<file path="src/rtl/pmrc_pkg.sv">
package pmrc_pkg;
  localparam int WORD_W = 14;

  localparam logic [2:0] RA_ALO  = 3'd0;
  localparam logic [2:0] RA_AHI  = 3'd1;
  localparam logic [2:0] RA_DLO  = 3'd2;
  localparam logic [2:0] RA_DHI  = 3'd3;
  localparam logic [2:0] RA_CTRL = 3'd4;

  localparam int CTL_GO  = 0;
  localparam int CTL_SEL = 6;

  typedef enum logic [1:0] {
    SQ_IDLE  = 2'd0,
    SQ_ACC   = 2'd1,
    SQ_LATCH = 2'd2
  } sq_state_t;

  // Computed contents of the storage model for either space.
  function automatic logic [WORD_W-1:0] word_of(input logic cfg, input logic [15:0] a);
    logic [15:0] t;
    if (cfg) t = a ^ 16'h2A3C;
    else     t = (a * 16'd3) + 16'h0155;
    return t[WORD_W-1:0];
  endfunction
endpackage

</file>
<file path="src/rtl/pmrc_seq.sv">
module pmrc_seq
  import pmrc_pkg::*;
(
  input  logic clk,
  input  logic rst_n,
  input  logic start_req,
  input  logic slot_adv,
  output logic busy,
  output logic access_en,
  output logic done
);
  sq_state_t st_q, st_d;

  always_comb begin
    st_d = st_q;
    unique case (st_q)
      SQ_IDLE:  if (start_req) st_d = SQ_ACC;
      SQ_ACC:   if (slot_adv)  st_d = SQ_LATCH;
      SQ_LATCH: if (slot_adv)  st_d = SQ_IDLE;
      default:                 st_d = SQ_IDLE;
    endcase
  end

  always_ff @(posedge clk or negedge rst_n) begin
    if (!rst_n) st_q <= SQ_IDLE;
    else        st_q <= st_d;
  end

  assign busy      = (st_q != SQ_IDLE);
  assign access_en = (st_q == SQ_ACC) && slot_adv;
  assign done      = (st_q == SQ_LATCH) && slot_adv;
endmodule

</file>
<file path="src/rtl/pmrc_array.sv">
module pmrc_array
  import pmrc_pkg::*;
#(
  parameter int AW = 15,
  parameter int DW = WORD_W
) (
  input  logic          clk,
  input  logic          rst_n,
  input  logic          en,
  input  logic          space,
  input  logic [AW-1:0] addr,
  output logic [DW-1:0] q
);
  logic [DW-1:0] q_d;

  always_comb begin
    q_d = q;
    if (en) q_d = DW'(word_of(space, 16'(addr)));
  end

  always_ff @(posedge clk or negedge rst_n) begin
    if (!rst_n) q <= '0;
    else        q <= q_d;
  end
endmodule

</file>
<file path="src/rtl/pmrc_regs.sv">
module pmrc_regs
  import pmrc_pkg::*;
#(
  parameter int AW = 15,
  parameter int DW = WORD_W
) (
  input  logic          clk,
  input  logic          rst_n,
  input  logic          reg_we,
  input  logic [2:0]    reg_addr,
  input  logic [7:0]    reg_wdata,
  input  logic          busy,
  input  logic          done,
  input  logic [DW-1:0] mem_q,
  output logic [7:0]    reg_rdata,
  output logic          start_req,
  output logic [AW-1:0] word_addr,
  output logic          space
);
  localparam int AHW = AW - 8;
  localparam int DHW = DW - 8;

  logic [7:0]     alo_q, alo_d;
  logic [AHW-1:0] ahi_q, ahi_d;
  logic [7:0]     dlo_q, dlo_d;
  logic [DHW-1:0] dhi_q, dhi_d;
  logic           sel_q, sel_d;

  assign start_req = reg_we && (reg_addr == RA_CTRL) && reg_wdata[CTL_GO] && !busy;

  always_comb begin
    alo_d = alo_q;
    ahi_d = ahi_q;
    dlo_d = dlo_q;
    dhi_d = dhi_q;
    sel_d = sel_q;
    if (reg_we) begin
      case (reg_addr)
        RA_ALO:  alo_d = reg_wdata;
        RA_AHI:  ahi_d = reg_wdata[AHW-1:0];
        RA_DLO:  dlo_d = reg_wdata;
        RA_DHI:  dhi_d = reg_wdata[DHW-1:0];
        RA_CTRL: if (!busy) sel_d = reg_wdata[CTL_SEL];
        default: ;
      endcase
    end
    if (done) begin
      dlo_d = mem_q[7:0];
      dhi_d = mem_q[DW-1:8];
    end
  end

  always_ff @(posedge clk or negedge rst_n) begin
    if (!rst_n) begin
      alo_q <= '0;
      ahi_q <= '0;
      dlo_q <= '0;
      dhi_q <= '0;
      sel_q <= 1'b0;
    end else begin
      alo_q <= alo_d;
      ahi_q <= ahi_d;
      dlo_q <= dlo_d;
      dhi_q <= dhi_d;
      sel_q <= sel_d;
    end
  end

  always_comb begin
    reg_rdata = '0;
    case (reg_addr)
      RA_ALO:  reg_rdata = alo_q;
      RA_AHI:  reg_rdata[AHW-1:0] = ahi_q;
      RA_DLO:  reg_rdata = dlo_q;
      RA_DHI:  reg_rdata[DHW-1:0] = dhi_q;
      RA_CTRL: begin
        reg_rdata[CTL_GO]  = busy;
        reg_rdata[CTL_SEL] = sel_q;
      end
      default: ;
    endcase
  end

  assign word_addr = {ahi_q, alo_q};
  assign space     = sel_q;
endmodule

</file>
<file path="src/rtl/pmem_rd_ctrl.sv">
module pmem_rd_ctrl
  import pmrc_pkg::*;
#(
  parameter int AW = 15,
  parameter int DW = WORD_W
) (
  input  logic       clk,
  input  logic       rst_n,
  input  logic       reg_we,
  input  logic [2:0] reg_addr,
  input  logic [7:0] reg_wdata,
  output logic [7:0] reg_rdata,
  input  logic       slot_adv,
  output logic       squash
);
  logic [1:0]    rst_sync;
  logic          rst_s;
  logic          start_req, busy, access_en, rd_done, space;
  logic [AW-1:0] word_addr;
  logic [DW-1:0] mem_q;

  always_ff @(posedge clk or negedge rst_n) begin
    if (!rst_n) rst_sync <= 2'b00;
    else        rst_sync <= {rst_sync[0], 1'b1};
  end
  assign rst_s = rst_sync[1];

  pmrc_seq u_seq (
    .clk       (clk),
    .rst_n     (rst_s),
    .start_req (start_req),
    .slot_adv  (slot_adv),
    .busy      (busy),
    .access_en (access_en),
    .done      (rd_done)
  );

  pmrc_array #(.AW(AW), .DW(DW)) u_array (
    .clk   (clk),
    .rst_n (rst_s),
    .en    (access_en),
    .space (space),
    .addr  (word_addr),
    .q     (mem_q)
  );

  pmrc_regs #(.AW(AW), .DW(DW)) u_regs (
    .clk       (clk),
    .rst_n     (rst_s),
    .reg_we    (reg_we),
    .reg_addr  (reg_addr),
    .reg_wdata (reg_wdata),
    .busy      (busy),
    .done      (rd_done),
    .mem_q     (mem_q),
    .reg_rdata (reg_rdata),
    .start_req (start_req),
    .word_addr (word_addr),
    .space     (space)
  );

  assign squash = busy;
endmodule

</file>
<file path="config.mk">
export PLATFORM = sky130hd
export DESIGN_NAME = pmem_rd_ctrl
export DESIGN_NICKNAME = d
export VERILOG_FILES = /design/src/rtl/pmrc_pkg.sv /design/src/rtl/pmrc_seq.sv /design/src/rtl/pmrc_array.sv /design/src/rtl/pmrc_regs.sv /design/src/rtl/pmem_rd_ctrl.sv
export SDC_FILE = /design/constraint.sdc
export NUM_CORES = 1
export LEC_CHECK = 0
export BUFFER_PORTS_ARGS = -buffer_cell sky130_fd_sc_hd__buf_2
export CORE_ASPECT_RATIO = 0.6
export CORE_MARGIN = 4
export CORE_UTILIZATION = 61
export CTS_BUF_LIST = sky130_fd_sc_hd__clkbuf_4
export DETAILED_ROUTE_END_ITERATION = 10
export GPL_TIMING_DRIVEN = 0
export PLACE_DENSITY = 0.92
export SETUP_SLACK_MARGIN = 0.3
export SYNTH_ARGS = -nofsm -noshare
export SYNTH_HDL_FRONTEND = slang
export SYNTH_SLANG_ARGS = --single-unit
</file>
<file path="constraint.sdc">
create_clock -name clk -period 1.6 [get_ports clk]
set_input_delay 0.24 -clock clk [delete_from_list [all_inputs] [get_ports clk]]
set_output_delay 0.24 -clock clk [all_outputs]
set_load 0.005 [all_outputs]
</file>
## Yosys cells after proc, flatten, opt, wreduce, memory -nomap -nowiden

Cells that the tools add are included.

- Equal/unequal tests: 9
- Mux-type cells: 15
- Bitwise logic cells: 2
- Reductions and logical operators: 18
- $add $sub $neg: 1
- $mul: 1

Operators by type and width:

| operator | count |
|---|---|
| $mux 8 | 3 |
| $pmux 5 s4 | 1 |
| $mux 6 | 3 |
| $mul 15x2->14 const B | 1 |
| $add 14x9->14 const B | 1 |
| $mux 14 | 1 |
| $reduce_and 2->1 | 4 |
| $reduce_bool 2->1 | 4 |
| $not 7->7 | 1 |
| $eq 3x2->1 const B | 2 |
| $mux 2 | 3 |
| $ne 2x2->1 const B | 3 |
| $pmux 2 s3 | 1 |
| $reduce_and 3->1 | 2 |
| $logic_and 1x1->1 | 5 |
| $pmux 1 s5 | 1 |
| $pmux 1 s4 | 1 |
| $eq 3x1->1 const B | 1 |
| $eq 3x3->1 const B | 1 |
| $logic_not 3->1 | 1 |
| $eq 2x1->1 const B | 1 |
| $eq 2x2->1 const B | 1 |
| $logic_not 2->1 | 1 |
| $pmux 1 s2 | 1 |
| other kinds (2) | 2 |

- Register bits: 48
- Output and inout bits: 9
- Bits of input ports: 15

## Longest topological paths before layout

- Depth after elaboration: 6
- Gate-level depth with buffers: 10

## By module

Synthesis repeated with hierarchy kept, for this count alone.

- Cell total of the unflattened synthesis: 320
- Area total of the unflattened synthesis: 3206.8 um2

By module, submodules not included:

| module | sequential area each (um2) | instances | area an instance (um2) | cells an instance |
|---|---|---|---|---|
| pmrc_regs | 750.7 | 1 | 1572.8 | 127 |
| pmrc_array | 350.3 | 1 | 1482.7 | 180 |
| pmrc_seq | 50.0 | 1 | 97.6 | 10 |
| pmem_rd_ctrl | 50.0 | 1 | 53.8 | 3 |

## Worst setup path before layout

OpenSTA, ideal clock, no wires.

- Kind: reg2reg
- Start point: reg u_regs.alo_q[1]
- End point: reg u_array.q[13]
- Period minus slack after synthesis: 2.308 ns
- Arrival time: 2.171 ns
- Data required time: 1.463 ns
- Library setup time: 0.137 ns
- Cell stages (with the launch flop): 10
- Slack: -0.708 ns
- Path through: dfrtp_1 -> inv_1 -> ha_1 -> inv_1 -> fa_1 -> a211oi_1 -> o21ai_0 -> a221oi_1 -> mux2i_1 -> o211ai_1

- Cells in the longest elaborated chain, start to end: 3

Ends and longest elaborated chain:

| item | RTL line | source |
|---|---|---|
| start: declaration | pmrc_regs.sv:23 | `logic [7:0] alo_q, alo_d;` |
| start signal: assignment | pmrc_regs.sv:61 | `alo_q <= alo_d;` |
| $mul 15x2->14 | pmrc_pkg.sv:23 | `else t = (a * 16'd3) + 16'h0155;` |
| $add 14x9->14 | pmrc_pkg.sv:23 |  |
| $mux 14 | pmrc_pkg.sv:22 | `if (cfg) t = a ^ 16'h2A3C;` |
| end signal: assignment | pmrc_array.sv:23 | `else q <= q_d;` |
| end: declaration | pmrc_array.sv:12 | `output logic [DW-1:0] q` |

Every way passes these cells.
A chain may end at the register's enable or synchronous reset.

## Worst setup path in the final report

- Start point: reg u_regs.alo_q[2]
- End point: reg u_array.q[10]

Same word-level chain as after synthesis.

==> impl_metrics.csv <==
group,metric,value,unit
route,drc_errors,0,
place,dpl.cell_count,425,
yosys,syn_area,3170,um2
route,dr.pass1.iters,7,
cells_and_area,fin_cells,463,
clocking,clkLatencyLatePin,390,ps
grt,overflow,0,
critical_path,crit_path_end_kind,"flip-flop",
timing,worst_slack,-903,ps
critical_path,path_max_fanout,3,
yosys,yosysWarnings,0,
cells_and_area,areaGrowthSynthToFinish,32.8,%
grt,antenna_found_initial,0,
route,vias,3251,
worst_hold_path,hold_class,"in2async",
critical_path,cp.required,1830,ps
die,dieHeight,63.9,um
timing,rsz0062_at_grt,"yes",
die,die_w,101,um
die,core,5050,um2
cells_and_area,utilization,0.834,
critical_path,critical_path_class,"reg2reg",
yosys,synthArstFlopShare,1.00,
critical_path,cpLargestDelayFamily,"compound AO/OA/AOI/OAI gates",
timing,final.setup_skew,20.4,ps
grt,grt_pass1_vias,3084,
place,numPortBuffers,23,
yosys,syn-num-nets,376,
run_status,status,"complete, but fails checks",
timing,finalCritPeriodShare,1.56,
yosys,yosysUniqueCellTypes,52,
route,wl_per_cell,25.8,um
cells_and_area,insertedDiodeCount,0,
power,max-vdd-ir-drop,0.000826,V
route,ant_nets,0,
critical_path,path_buf_inv,2,
timing,setup_viol,20,
route,drt_iter0_drc,487,
grt,grt_max_degree,47,
cells_and_area,mostFrequentLayoutCells,"43 x dfrtp_1, 34 x nand2_1, 23 x mux2i_1",
yosys,synth_cells,336,
power,power_density,1520,nW/um2
critical_path,slowest_delay,460,ps
die,start_util,0.628,
cells_and_area,nFillCells,247,
cells_and_area,final_common_cell,"dfrtp_1",
clocking,clk_pin_slew,160,ps
cells_and_area,drive_above_1_share,0.411,
clocking,numClockSinks,48,
cells_and_area,regArea,1210,um2
critical_path,crit_path_start_kind,"flip-flop",
critical_path,r2r_start,"u_regs.alo_q[2]$_DFFE_PN0P_",
grt,gr-usage-all-layers,0.337,
critical_path,crit_start,"u_regs.alo_q[2]$_DFFE_PN0P_",
run,cap_violations,0,
timing,worst_hold_slack,136,ps
timing,timing.fmax,399,MHz
critical_path,path_cells,"inv_2, ha_4, inv_4, ha_4, a21o_1, a311o_1, a31oi_1, xor2_1, o221ai_1",
clocking,cts_tree,"yes",
clocking,cts_buffers,5,
die,fp.dieArea,6460,um2
critical_path,critPathArrivalTime,2730,ps
grt,grt_pass1_wl,16300,um
clocking,cts-root-buf,"clkbuf_4",
clocking,clockBufferDepth,2,
critical_path,cp_slowest_cell,"dfrtp_1",
clocking,htree_levels,2,
timing,slew_headroom,0.577,
timing,layout_min_cycle_time,2500,ps
timing,hold_viol,0,
yosys,syn_area_per_cell,9.45,um2
die,io_pins,24,
run_status,violations,"negative setup slack",
power,p_leak,1.91,nW
timing,tightestPinTransition,634,ps
place,dp_hpwl,6690,um
place,gp_congestion,0.979,
critical_path,cp_common_cell,"ha_4",
die,row_count,20,
cells_and_area,multi_input_area,2220,um2
place,dpl_worst_slack,-862,ps
yosys,ys_seq_area_frac,0.378,
yosys,synth_seq_cells,48,
route,drt_wl_total,11900,um
timing,setup-tns-final,-11200,ps
yosys,synth-edff-count,0,
yosys,synth_ff_type,"dfrtp_1",
route,via_per_inst,7.02,
timing,finalMaxSlewViolations,0,
cells_and_area,layout.nets,436,
timing repair:
| action | 4_1_cts | 5_1_grt |
|---|---|---|
| buffers inserted | 18 | 11 |
| gates cloned | 0 | 0 |
| gates resized for setup | 55 | 81 |
| endpoints found under the hold margin | 2 | 0 |
| hold buffers | 1 | 0 |
| pin swaps | 16 | 17 |
| setup endpoints to repair | 41 | 49 |
per-layer routing:
metal,wire [um],up-vias,GRT usage
met5,0,-,0
met4,898,0,0.129
met3,1530,103,0.113
met2,5270,301,0.508
met1,4240,1529,0.449
li1,-,1318,-
stage by stage:
stage / instance area [um2] / power (mW)
6_report: 4210 / 6.42
5_1_grt: 4210 / 6.70
4_1_cts: 3850 / 5.60
3_5_place_dp: 3460 / 4.59
3_3_place_gp: 3460 / 4.43
2_1_floorplan: 3270 / 3.86
path summary, 6_finish.rpt:
kind                                                to  slack, ps  cells after the start
setup / recovery             u_array.q[10]$_DFFE_PN0P_       -900                      9
hold / removal                   rst_sync[1]$_DFF_PN0_        140                      2
setup reg to reg             u_array.q[10]$_DFFE_PN0P_       -900                      9
hold reg to reg               u_array.q[8]$_DFFE_PN0P_        350                      0
max in group asynchronous    u_seq.st_q[1]$_DFFE_PN0P_        780                      0
min in group clk           u_regs.alo_q[7]$_DFFE_PN0P_        140                      3
synthesized netlist by cell type, types with 2 or more instances:
| cell | number | area share |
|---|---|---|
| ha_1 | 24 | 0.095 |
| o21ai_0 | 26 | 0.041 |
| and2_1 | 5 | 0.0099 |
| nand2b_1 | 3 | 0.0059 |
| inv_1 | 21 | 0.025 |
| xnor2_1 | 2 | 0.0055 |
| buf_2 | 3 | 0.0047 |
| dfrtp_1 | 48 | 0.38 |
| nor3_1 | 8 | 0.013 |
| mux4_2 | 6 | 0.043 |
| a21oi_1 | 29 | 0.046 |
| xor2_1 | 6 | 0.017 |
| nand4_1 | 2 | 0.0039 |
| mux2i_1 | 24 | 0.076 |
| a22oi_1 | 2 | 0.0047 |
| mux2_2 | 7 | 0.025 |
| nor2_1 | 26 | 0.031 |
| a31oi_1 | 3 | 0.0059 |
| nand2_1 | 35 | 0.041 |
| a221oi_1 | 2 | 0.0055 |
| o21a_1 | 3 | 0.0071 |
| o21bai_1 | 2 | 0.0047 |
| nor3b_1 | 6 | 0.014 |
| a211oi_1 | 2 | 0.0047 |
| clkbuf_1 | 12 | 0.014 |
| a21o_1 | 3 | 0.0071 |
area by class of cell:
cell class | instances | share of cell area
Multi-Input combinational cell | 251 | 0.526
Sequential cell | 48 | 0.287
Timing Repair Buffer | 53 | 0.103
Buffer | 15 | 0.0309
Inverter | 22 | 0.0202
Tap cell | 66 | 0.0196
Clock buffer | 5 | 0.00891
Clock inverter | 3 | 0.00445
registers in the layout, summed over array words and instances (netlist names):
register	cells
rst_sync	2
u_regs.space	1
u_regs.dlo_q	8
u_regs.alo_q	8
u_regs.ahi_q	7
u_array.q	14
u_regs.dhi_q	6
u_seq.st_q	2
power breakdown:
group | switching (mW) | leakage [nW] | internal (mW)
clock network | 0.451 | 0.0249 | 0.166
logic | 1.98 | 1.31 | 1.71
registers | 0.509 | 0.576 | 1.60
total | 2.94 | 1.91 | 3.47
cell families after synthesis:
| group | synth area share |
|---|---|
| compound gates | 0.164 |
| xor+xnor | 0.0221 |
| fa+ha+maj | 0.101 |
| buf+inv | 0.0449 |
| flops | 0.378 |
| mux | 0.143 |
| other cells | 0.00118 |
| simple gates | 0.145 |
Power figures use the tool's default switching activity.
